`src/rtl/tw_eeprom_pkg.sv`:
```
package tw_eeprom_pkg;

    typedef enum logic [2:0] {
        ST_IDLE,
        ST_CTRL,
        ST_ADDR,
        ST_WDATA,
        ST_ACK,
        ST_RDATA,
        ST_RACK
    } tw_state_e;

    typedef struct packed {
        logic scl_rise;
        logic scl_fall;
        logic start;
        logic stop;
    } tw_events_t;

endpackage

```
`src/rtl/tw_glitch_filter.sv`:
```
module tw_glitch_filter #(
    parameter int   GLITCH_CYC = 10,
    parameter logic IDLE_LEVEL = 1'b1
) (
    input  logic clk,
    input  logic rst_n,
    input  logic raw_i,
    output logic clean_o
);
    localparam int CW = $clog2(GLITCH_CYC + 1);

    typedef struct packed {
        logic [1:0]    sync;
        logic          clean;
        logic [CW-1:0] cnt;
    } flt_t;

    flt_t q, d;

    always_comb begin
        d      = q;
        d.sync = {q.sync[0], raw_i};
        if (q.sync[1] == q.clean) begin
            d.cnt = '0;
        end else if (q.cnt == CW'(GLITCH_CYC)) begin
            d.clean = q.sync[1];
            d.cnt   = '0;
        end else begin
            d.cnt = q.cnt + 1'b1;
        end
    end

    always_ff @(posedge clk or negedge rst_n) begin
        if (!rst_n) begin
            q.sync  <= {2{IDLE_LEVEL}};
            q.clean <= IDLE_LEVEL;
            q.cnt   <= '0;
        end else begin
            q <= d;
        end
    end

    assign clean_o = q.clean;

endmodule

```
`src/rtl/tw_bus_events.sv`:
```
module tw_bus_events
    import tw_eeprom_pkg::*;
(
    input  logic       clk,
    input  logic       rst_n,
    input  logic       scl_i,
    input  logic       sda_i,
    output tw_events_t ev_o
);
    typedef struct packed {
        logic scl;
        logic sda;
    } prev_t;

    prev_t q, d;

    always_comb begin
        d.scl = scl_i;
        d.sda = sda_i;
    end

    always_ff @(posedge clk or negedge rst_n) begin
        if (!rst_n) begin
            q <= '{scl: 1'b1, sda: 1'b1};
        end else begin
            q <= d;
        end
    end

    always_comb begin
        ev_o.scl_rise = !q.scl && scl_i;
        ev_o.scl_fall = q.scl && !scl_i;
        ev_o.start    = q.scl && scl_i && q.sda && !sda_i;
        ev_o.stop     = q.scl && scl_i && !q.sda && sda_i;
    end

endmodule

```
`src/rtl/tw_word_store.sv`:
```
module tw_word_store #(
    parameter int WORDS = 16,
    parameter int WIDTH = 8
) (
    input  logic                     clk,
    input  logic                     rst_n,
    input  logic                     we_i,
    input  logic [$clog2(WORDS)-1:0] waddr_i,
    input  logic [WIDTH-1:0]         wdata_i,
    input  logic [$clog2(WORDS)-1:0] raddr_i,
    output logic [WIDTH-1:0]         rdata_o
);
    logic [WIDTH-1:0] words_q [WORDS];
    logic [WIDTH-1:0] words_d [WORDS];

    always_comb begin
        words_d = words_q;
        if (we_i) begin
            words_d[waddr_i] = wdata_i;
        end
    end

    for (genvar w = 0; w < WORDS; w++) begin : g_word
        always_ff @(posedge clk or negedge rst_n) begin
            if (!rst_n) begin
                words_q[w] <= '0;
            end else begin
                words_q[w] <= words_d[w];
            end
        end
    end

    assign rdata_o = words_q[raddr_i];

endmodule

```
`src/rtl/tw_eeprom_slave.sv`:
```
module tw_eeprom_slave
    import tw_eeprom_pkg::*;
#(
    parameter int         WORDS      = 16,
    parameter logic [3:0] DEV_CODE   = 4'b1010,
    parameter int         GLITCH_CYC = 10,
    parameter int         HOLD_CYC   = 60,
    parameter int         WR_CYC     = 4000
) (
    input  logic clk,
    input  logic rst_n,
    input  logic scl_i,
    input  logic sda_i,
    output logic sda_oe
);
    localparam int AW     = $clog2(WORDS);
    localparam int BYTE_W = 8;
    localparam int HW     = $clog2(HOLD_CYC + 1);
    localparam int BW     = $clog2(WR_CYC + 1);

    typedef struct packed {
        tw_state_e         st;
        tw_state_e         nxt;
        logic [3:0]        bitcnt;
        logic [BYTE_W-1:0] shift;
        logic [AW-1:0]     ptr;
        logic [AW-1:0]     wr_addr;
        logic [BYTE_W-1:0] wr_data;
        logic              wr_pend;
        logic              busy;
        logic [BW-1:0]     busy_cnt;
        logic [HW-1:0]     hold_cnt;
        logic              target;
        logic              oe;
    } slv_t;

    slv_t q, d;

    // line conditioning: one filter per bus line
    logic [1:0] raw_lines;
    logic [1:0] clean_lines;
    assign raw_lines = {sda_i, scl_i};

    for (genvar g = 0; g < 2; g++) begin : g_line
        tw_glitch_filter #(
            .GLITCH_CYC(GLITCH_CYC),
            .IDLE_LEVEL(1'b1)
        ) u_flt (
            .clk    (clk),
            .rst_n  (rst_n),
            .raw_i  (raw_lines[g]),
            .clean_o(clean_lines[g])
        );
    end

    logic scl_f;
    logic sda_f;
    assign scl_f = clean_lines[0];
    assign sda_f = clean_lines[1];

    tw_events_t ev;
    tw_bus_events u_events (
        .clk  (clk),
        .rst_n(rst_n),
        .scl_i(scl_f),
        .sda_i(sda_f),
        .ev_o (ev)
    );

    logic              mem_we;
    logic [BYTE_W-1:0] mem_rdata;
    tw_word_store #(
        .WORDS(WORDS),
        .WIDTH(BYTE_W)
    ) u_store (
        .clk    (clk),
        .rst_n  (rst_n),
        .we_i   (mem_we),
        .waddr_i(q.wr_addr),
        .wdata_i(q.wr_data),
        .raddr_i(q.ptr),
        .rdata_o(mem_rdata)
    );

    logic [BYTE_W-1:0] byte_in;
    assign byte_in = {q.shift[BYTE_W-2:0], sda_f};

    // signals observed by the bound checker
    logic      hold_tick;
    logic      busy_w;
    logic      ev_start;
    logic      ev_stop;
    tw_state_e st_w;
    assign hold_tick = (q.hold_cnt == HW'(1));
    assign busy_w    = q.busy;
    assign ev_start  = ev.start;
    assign ev_stop   = ev.stop;
    assign st_w      = q.st;

    always_comb begin
        d      = q;
        mem_we = 1'b0;

        // programming interval
        if (q.busy) begin
            if (q.busy_cnt == BW'(1)) begin
                d.busy = 1'b0;
            end
            d.busy_cnt = q.busy_cnt - 1'b1;
        end

        // output hold delay after each bus clock fall
        if (q.hold_cnt != '0) begin
            d.hold_cnt = q.hold_cnt - 1'b1;
            if (q.hold_cnt == HW'(1)) begin
                d.oe = q.target;
            end
        end
        if (ev.scl_fall) begin
            d.hold_cnt = HW'(HOLD_CYC);
        end

        unique case (q.st)
            ST_CTRL, ST_ADDR, ST_WDATA: begin
                if (ev.scl_rise) begin
                    d.shift = byte_in;
                    if (q.bitcnt == 4'd7) begin
                        d.bitcnt = 4'd8;
                        d.st     = ST_ACK;
                        if (q.st == ST_CTRL) begin
                            if (byte_in[7:4] == DEV_CODE && !q.busy) begin
                                d.nxt = byte_in[0] ? ST_RDATA : ST_ADDR;
                            end else begin
                                d.st = ST_IDLE;
                            end
                        end else if (q.st == ST_ADDR) begin
                            d.ptr     = byte_in[AW-1:0];
                            d.wr_addr = byte_in[AW-1:0];
                            d.nxt     = ST_WDATA;
                        end else begin
                            d.wr_data = byte_in;
                            d.wr_pend = 1'b1;
                            d.nxt     = ST_IDLE;
                        end
                    end else begin
                        d.bitcnt = q.bitcnt + 1'b1;
                    end
                end
            end
            ST_ACK: begin
                if (ev.scl_fall) begin
                    if (q.bitcnt == 4'd8) begin
                        d.target = 1'b1;
                        d.bitcnt = 4'd9;
                    end else begin
                        d.st     = q.nxt;
                        d.bitcnt = '0;
                        if (q.nxt == ST_RDATA) begin
                            d.shift  = mem_rdata;
                            d.target = !mem_rdata[BYTE_W-1];
                        end else begin
                            d.target = 1'b0;
                        end
                    end
                end
            end
            ST_RDATA: begin
                if (ev.scl_rise) begin
                    if (q.bitcnt == 4'd7) begin
                        d.st     = ST_RACK;
                        d.bitcnt = '0;
                        d.ptr    = q.ptr + 1'b1;
                    end else begin
                        d.bitcnt = q.bitcnt + 1'b1;
                    end
                end else if (ev.scl_fall && q.bitcnt != '0) begin
                    d.shift  = {q.shift[BYTE_W-2:0], 1'b0};
                    d.target = !q.shift[BYTE_W-2];
                end
            end
            ST_RACK: begin
                if (ev.scl_fall) begin
                    if (q.bitcnt == '0) begin
                        d.target = 1'b0;
                    end else begin
                        d.st     = ST_RDATA;
                        d.bitcnt = '0;
                        d.shift  = mem_rdata;
                        d.target = !mem_rdata[BYTE_W-1];
                    end
                end else if (ev.scl_rise) begin
                    if (sda_f) begin
                        d.st = ST_IDLE;
                    end else begin
                        d.bitcnt = 4'd1;
                    end
                end
            end
            default: begin
            end
        endcase

        // bus conditions override everything else
        if (ev.start) begin
            d.st       = ST_CTRL;
            d.bitcnt   = '0;
            d.wr_pend  = 1'b0;
            d.target   = 1'b0;
            d.oe       = 1'b0;
            d.hold_cnt = '0;
        end else if (ev.stop) begin
            d.st       = ST_IDLE;
            d.target   = 1'b0;
            d.oe       = 1'b0;
            d.hold_cnt = '0;
            if (q.wr_pend) begin
                mem_we     = 1'b1;
                d.wr_pend  = 1'b0;
                d.busy     = 1'b1;
                d.busy_cnt = BW'(WR_CYC);
                d.ptr      = q.wr_addr + 1'b1;
            end
        end
    end

    always_ff @(posedge clk or negedge rst_n) begin
        if (!rst_n) begin
            q.st       <= ST_IDLE;
            q.nxt      <= ST_IDLE;
            q.bitcnt   <= '0;
            q.shift    <= '0;
            q.ptr      <= '0;
            q.wr_addr  <= '0;
            q.wr_data  <= '0;
            q.wr_pend  <= 1'b0;
            q.busy     <= 1'b0;
            q.busy_cnt <= '0;
            q.hold_cnt <= '0;
            q.target   <= 1'b0;
            q.oe       <= 1'b0;
        end else begin
            q <= d;
        end
    end

    assign sda_oe = q.oe;

endmodule

```
`config.mk`:
```
export PLATFORM = sky130hd
export DESIGN_NAME = tw_eeprom_slave
export DESIGN_NICKNAME = d
export VERILOG_FILES = /design/src/rtl/tw_eeprom_pkg.sv /design/src/rtl/tw_glitch_filter.sv /design/src/rtl/tw_bus_events.sv /design/src/rtl/tw_word_store.sv /design/src/rtl/tw_eeprom_slave.sv
export SDC_FILE = /design/constraint.sdc
export NUM_CORES = 1
export LEC_CHECK = 0
export ABC_CLOCK_PERIOD_IN_PS = 2700
export CORE_ASPECT_RATIO = 2
export CORE_UTILIZATION = 40
export DETAILED_ROUTE_END_ITERATION = 8
export SLEW_MARGIN = 20
export SYNTH_ARGS = -nofsm -noshare
export SYNTH_HDL_FRONTEND = slang
export SYNTH_SLANG_ARGS = --single-unit
```
`constraint.sdc`:
```
create_clock -name clk -period 2.7 [get_ports clk]
set_clock_uncertainty 0.1 [all_clocks]
set_input_delay 0.405 -clock clk [delete_from_list [all_inputs] [get_ports clk]]
set_output_delay 0.405 -clock clk [all_outputs]
set_load 0.01 [all_outputs]
```
* Yosys cells after proc, flatten, opt, wreduce, memory -nomap -nowiden
Index checks and enable logic that the tools add are counted.
Word-level totals: flip-flop bits (word level) 199, input bits 4, output and inout port bits 1, logic and storage cells 212
Cells by class: add/subtract/negate cells 7, order comparisons 3, equal/unequal tests 43, mux-type cells 78, bitwise logic cells 6, reduce and logical (&&, ||, !) cells 38
Operator list (count):
- $bwmux W128 | 1
- $mux W8 | 10
- $mux W4 | 17
- $ne A4 B4 Y1 const B | 12
- $pmux W12 S4 | 1
- $mux W3 | 15
- $mux W35 | 1
- $mux W17 | 2
- $bmux W8 S4 | 1
- $demux W8 S4 | 1
- $mux W13 | 2
- $mux W12 | 2
- $mux W22 | 1
- $add A4 B1 Y4 const B | 5
- $mux W6 | 3
- $eq A4 B4 Y1 const B | 4
- $ne A2 B2 Y1 const B | 8
- $mux W1 | 15
- $reduce_and A5 Y1 | 3
- $mux W14 | 1
- $eq A12 B1 Y1 const B | 1
- $eq A3 B3 Y1 const B | 4
- $pmux W3 S4 | 1
- $reduce_bool A4 Y1 | 3
- other kinds (31) | 61

* Logic depth before layout (Yosys ltp)
Gate-level depths: netlist of run 1.
word-level depth 11, gate-level depth with buffers 8, depth with buffers taken out 7

* By module
From an unflattened synthesis of run 1, not the netlist that was laid out.
Second synthesis, totals: cells, all modules 762, area, all modules 9935.8 µm²
By module, submodules not included:
- tw_word_store | times used 1, cells each 367, area each 5965.7 µm², sequential area each 3203.1 µm²
- tw_eeprom_slave | times used 1, cells each 344, area each 3290.7 µm², sequential area each 1376.3 µm²
- tw_glitch_filter at g_line[1].u_flt | times used 1, cells each 24, area each 301.5 µm², sequential area each 178.9 µm²
- tw_glitch_filter at g_line[0].u_flt | times used 1, cells each 21, area each 292.8 µm², sequential area each 178.9 µm²
- tw_bus_events | times used 1, cells each 6, area each 85.1 µm², sequential area each 52.6 µm²

* Worst setup path before layout of run 1
Ideal clock, no wire load.
kind register to register, start point register g_line[0].u_flt.q (netlist bit g_line[0].u_flt.clean_o), end point register q[22] (netlist name), library setup time 0.128 ns, arrival 1.953 ns, required time 2.472 ns, setup slack 0.519 ns, stages on the path, launching flop included 7, buffers on the path 1, period minus slack after synthesis 2.181 ns, cell sequence dfstp_2 -> ha_1 -> buf_2 -> nand4b_1 -> or3_1 -> nor2_4 -> mux2_1
On the way: word-level cells in the longest chain between the ends 2
RTL lines:
- start, declared | RTL line tw_glitch_filter.sv:18 | flt_t q, d;
- $logic_and A1 B1 Y1 | RTL line tw_bus_events.sv:31 | ev_o.scl_rise = !q.scl && scl_i;
- $reduce_and A5 Y1 (no line)
- end, declared | RTL line tw_eeprom_slave.sv:37 | slv_t q, d;
Every way passes these cells. A chain may end at the register's enable or synchronous reset.

* Final worst setup path of run 1
start point register u_events.q[1] (netlist name), end point register q (netlist bit byte_in[7])
On the way: word-level cells in the longest chain between the ends 4, elaborated cells on any way between the ends 10, those cells by class 5 x eq/ne; 5 x reduce/logical
RTL lines:
- start, declared | RTL line tw_bus_events.sv:15 | prev_t q, d;
- start signal, assigned | RTL line tw_bus_events.sv:24 | q <= '{scl: 1'b1, sda: 1'b1};
- $logic_and A1 B1 Y1 / $logic_not A1 Y1 (equally long branches) | RTL line tw_bus_events.sv:32, tw_bus_events.sv:31
- $logic_and A1 B1 Y1, on equally long branches | RTL line tw_eeprom_slave.sv:176, tw_bus_events.sv:31
- $ne A2 B2 Y1 (no line)
- $reduce_and A9 Y1 (no line) *
Mark *: on every way between the ends. The rest lies on a longest branch, timed or not.

==> flow_summary.ini, run 1 <==
[clocking]
cts_tree = yes
cts_max_path_buffers = 2
cts.clk_slew.worst_paths_ns = 0.07
root_buffer = clkbuf_16
clkLatencyLatePin_ns = 0.44
cts_resized = 0
htree_levels = 4
cts_setup_buffers = 0
cts_buffers = 17
clock_sinks = 199

[setup_path]
cp.arrival_ns = 2.74
crit_type = flop to flop
crit_fanout = 12
reg2reg_from = u_events.q[1]
cp.required_ns = 2.96
setup.worst_path.end_class = flop
start_kind = flop
crit_start = u_events.q[1]

[global_route]
antenna_found_initial = 0
track_usage_pct = 19.6
grt_pass1_wl_um = 37000
use_met1_pct = 20.2
grt_use_met2_pct = 36.0
use_met3_pct = 2.94
grt.busiest_layer = met2
grt_pass1_vias = 6552
grt_overflow = 0
grt_max_degree = 70

[place]
portBuffers = 4
dp_hpwl_um = 16100
gp_congestion = 0.893

[sta]
setup_tns_ns = 0
slew-limit-headroom_pct = 44.8
finalMaxSlewViolations = 0
rsz0062_at_grt = false
max_freq_mhz = 405
worst_slew_pin_slew_ns = 0.827
min_period_ns = 2.47
finalHoldViolCount = 0
fin_crit_sh_pct = 91.5
setup_viol = 0

[die]
fp.dieW_um = 113
coreArea_um2 = 24400
dieArea_um2 = 25400
row_count = 81
io_pins = 5
initial_core_util_pct = 40.5
die_h_um = 225

[synth]
synth_edf_count = 0
seq_area_frac_synth_pct = 50.4
synth.most_common_cell = dfrtp_1
syn_inst = 764
ys.warnings.count = 0
synth_top_area_share_pct = 48.3
ys_ff_latch = 199
ys_async_sr_fraction_pct = 100
ys_types = 73
synth_area_per_cell_um2 = 13.0
synthTopCellsByArea = dfrtp_1, mux2_1, mux2_2, mux4_2, ha_1
synthTopCellsByCount = dfrtp_1, mux2_1, mux2_2, a21oi_1
synth_top_area_cell = dfrtp_1
syn_nets = 786
yosys_most_used_dff = dfrtp_1
synth_area_um2 = 9900

[route]
drt_iter0_markers = 328
drtPass1Iterations = 4
vias = 6111
finalWirelength_um = 22800
antenna_left = 0
drc = 0
post_drt_via_cell_ratio = 5.50
drt-wirelength-per-cell_um = 20.5

[power]
total_power_uw = 6200
ir_drop_mv = 0.453
p_leak_uw = 0.00501
power_density_nw_per_um2 = 562

[finish]
layout.nets = 788
drive_gt1_share_pct = 23.5
fill_cells = 2198
area_delta_synth_final_pct = 11.4
antenna_cells = 0

[job]
drv_cap = 0

[run_status]
run_status = completed

[min_path]
timing.hold.worst.start = g_line[1].u_flt.d[6]
hp-class = flop to flop
## layer usage
metal / part of all wire (%) / up-vias
met2: 55 / 88
met4: 6.1 / 0
met1: 37 / 3153
met5: 0 / -
met3: 1.8 / 60
li1: - / 2810
## placed cells by master, fill, tap and decap left out, types with 8 or more instances in the layout
cell / count
a22oi_1: 17
a21oi_1: 33
xnor2_1: 11
nand3_1: 10
dfstp_2: 8
nor3_1: 12
mux2_2: 61
mux2_1: 79
nor2b_1: 12
clkbuf_16: 17
buf_4: 17
mux4_2: 30
ha_1: 18
xor2_1: 9
nand3_4: 9
o21ai_0: 18
mux2i_1: 13
nor2_1: 28
inv_1: 26
nand2_1: 30
dfrtp_1: 190
## cell type report
type                       count  area, µm²  share of cell area [%]
clock inverter                11        170                    1.54
inverter                      27        101                   0.919
sequential                   199       4990                    45.2
tap                          332        415                    3.77
timing repair buffer          28        302                    2.73
clock buffer                  21        470                    4.26
multi-input combinational    493       4580                    41.5
## critical path: stages, from the launching register on
cell      delay, ns
dfstp_2        0.55
ha_1           0.43
inv_1          0.18
o31a_1         0.35
a211oi_4       0.52
mux2i_1        0.26
## repair_timing
action | 4_1_cts | 5_1_grt
endpoints found under the hold margin | 26 | 0
endpoints found under the setup margin | 0 | 0
hold buffers | 1 | 0
## metrics by stage
stage / instances / hold WS, ns / setup WS (ns) / util, % / area [µm²]
floorplan: 764 / 0.00941 / 0.519 / - / 9900
global placement: 1078 / 0.218 / 0.270 / 42.5 / 10400
detailed placement: 1078 / 0.220 / 0.226 / 42.5 / 10400
CTS: 1111 / 0.251 / 0.212 / 45.2 / 11000
global route: 1111 / 0.258 / 0.0820 / 45.2 / 11000
finish: 1111 / 0.253 / 0.228 / 45.2 / 11000
## registers in the layout, indices dropped and copies added, names as in the netlist
signal                cells
busy_w                    1
byte_in                   7
g_line.u_flt.clean_o      2
g_line.u_flt.d            2
g_line.u_flt.q           10
q                        43
sda_oe                    1
st_w                      3
u_events.q                2
u_store.words_q         128
## cell families after synthesis
| group | Yosys count | share of synthesized area (%) |
|---|---|---|
| multiplexers | 183 | 24.1 |
| AO/OA/AOI/OAI | 122 | 8.33 |
| XOR/XNOR | 20 | 1.77 |
| buffers and inverters | 72 | 3.35 |
| AND/OR/NAND/NOR | 150 | 9.83 |
| adder cells (fa/ha/maj) | 18 | 2.27 |
| flip-flops | 199 | 50.4 |
## report_power, final
group | internal (µW) | switching (µW)
sequential | 3050 | 71.6
clock | 1630 | 1110
combinational | 137 | 205
total | 4810 | 1390
## worst paths after layout
check / end / slack [ns] / cells after the start
worst min register to register: g_line[1].u_flt.q[6] / 0.25 / 0
worst max register to register: byte_in[7] / 0.23 / 5
min in group asynchronous: q[15] / 0.31 / 2
worst min-delay path: g_line[1].u_flt.q[6] / 0.25 / 0
worst max-delay path: byte_in[7] / 0.23 / 5
max in group asynchronous: g_line[1].u_flt.d[6] / 1.37 / 3
Note: power is estimated with default switching activity, not from simulation.
==> inputs of run 2 (changes only) <==
--- a/config.mk
+++ b/config.mk
@@ -9,6 +9,7 @@
 export CORE_ASPECT_RATIO = 2
 export CORE_UTILIZATION = 40
 export DETAILED_ROUTE_END_ITERATION = 8
+export GPL_TIMING_DRIVEN = 0
 export SLEW_MARGIN = 20
 export SYNTH_ARGS = -nofsm -noshare
 export SYNTH_HDL_FRONTEND = slang
==> flow_summary.ini, run 2 (synthesis gave the netlist of run 1 again) <==
[finish]
layout.nets = 814
final_cell_mix = dfrtp_1, mux2_1, mux2_2
top_register = u_store.words_q
fin_cells = 1137
final_common_cell = dfrtp_1
drive_gt1_share_pct = 21.9
reg.largest.list = u_store.words_q x128, q x43, g_line.u_flt.q x10
largest_reg_flops = 128
area_delta_synth_final_pct = 11.4
antenna_cells = 0

[global_route]
track_usage_pct = 20.2
grt_overflow = 0
grt_pass1_wl_um = 37300
grt_pass1_vias = 6550
grt_max_degree = 73
antenna_found_initial = 0

[die]
fp.dieW_um = 113
io_pins = 5
coreArea_um2 = 24400
initial_core_util_pct = 40.5
row_count = 81
die_h_um = 225
dieArea_um2 = 25400

[clocking]
cts_max_path_buffers = 2
cts_buffers = 17
cts.clk_slew.worst_paths_ns = 0.07
cts_tree = yes
htree_levels = 4
root_buffer = clkbuf_16
clkLatencyLatePin_ns = 0.44
clock_sinks = 199

[sta]
min_period_ns = 2.55
setup_viol = 0
worst_slew_pin_slew_ns = 0.760
slew-limit-headroom_pct = 49.2
rsz0062_at_grt = false
fin_crit_sh_pct = 94.3
max_freq_mhz = 393
finalHoldViolCount = 0
whs_ns = 0.259
finalMaxSlewViolations = 0

[route]
drt_iter0_markers = 293
vias = 6241
finalWirelength_um = 23800
antenna_left = 0
drt-wirelength-per-cell_um = 21.0
post_drt_via_cell_ratio = 5.49
drc = 0
drtPass1Iterations = 4

[setup_path]
slowest_stage = dfstp_2
cp.required_ns = 2.92
crit_type = flop to flop
crit_fanout = 10
cp.arrival_ns = 2.77
critPathMaxStageDelay_ns = 0.58
start_kind = flop
crit_chain = ha_1 -> buf_2 -> nand4b_1 -> or3_1 -> nor2_4 -> buf_12 -> mux2_1
setup.worst_path.end_class = flop

[power]
p_leak_uw = 0.00504
total_power_uw = 6040
ir_drop_mv = 0.411
power_density_nw_per_um2 = 547

[place]
portBuffers = 4
dp_hpwl_um = 17300
gp_congestion = 0.868
dp.cells = 1102

[min_path]
hp-class = flop to flop

[job]
drv_cap = 0

[run_status]
run_status = completed
[run 2: timing repair]
item | 4_1_cts | 5_1_grt
setup buffers | 0 | 2
endpoints found under the setup margin | 0 | 5
gates resized for setup | 0 | 0
hold buffers | 1 | 0
endpoints found under the hold margin | 71 | 0
[run 2: path summary, 6_finish.rpt]
check	to	from	depth (start not counted)	slack [ns]
min in group asynchronous	q[19]	rst_n	2	0.41
max in group asynchronous	u_store.words_q[66]	rst_n	4	0.99
max reg2reg	q[22]	g_line[0].u_flt.clean_o	7	0.15
max	q[22]	g_line[0].u_flt.clean_o	7	0.15
min	g_line[1].u_flt.q[6]	g_line[1].u_flt.d[6]	0	0.26
min reg2reg	g_line[1].u_flt.q[6]	g_line[1].u_flt.d[6]	0	0.26
[run 2: cell type report]
type,count,area [µm²]
repair buffers,9,138
inverters,27,101
clock inverters,8,128
fillers,2238,13400
multi-input cells,493,4580
clock buffers,24,452
plain buffers,45,230
flip-flops and latches,199,4990
well taps,332,415
[run 2: power breakdown]
group	internal [µW]	switching [µW]	total, µW
combinational	136	213	349
clock	1460	1110	2580
sequential	3050	66.0	3110
[run 2: through the flow]
step	util (%)	TNS, ns	worst slack, ns	cell area, µm²
after floorplan	-	0	0.519	9900
after global placement	42.4	-1439.34	-7.36	10400
after detailed placement	42.7	0	0.101	10400
after CTS	45.1	0	0.0845	11000
after global routing	45.2	0	0.0418	11000
final	45.2	0	0.153	11000
[run 2: critical path, delay by kind of cell, from the launching register on]
family,cells,cell delay [ns]
DFF,1,0.58
adders and majority gates,1,0.15
and+or+nand+nor,3,0.90
buffers and inverters,2,0.37
muxes,1,0.32
[run 2: per-layer routing]
metal	vias up	routed length (µm)	part of all wire, %	GRT usage, %
met3	59	528	2.2	3.75
met4	0	1260	5.3	12.0
met1	3224	8650	36	20.5
met5	-	0	0	0
met2	93	13400	56	37.6
li1	2865	-	-	-
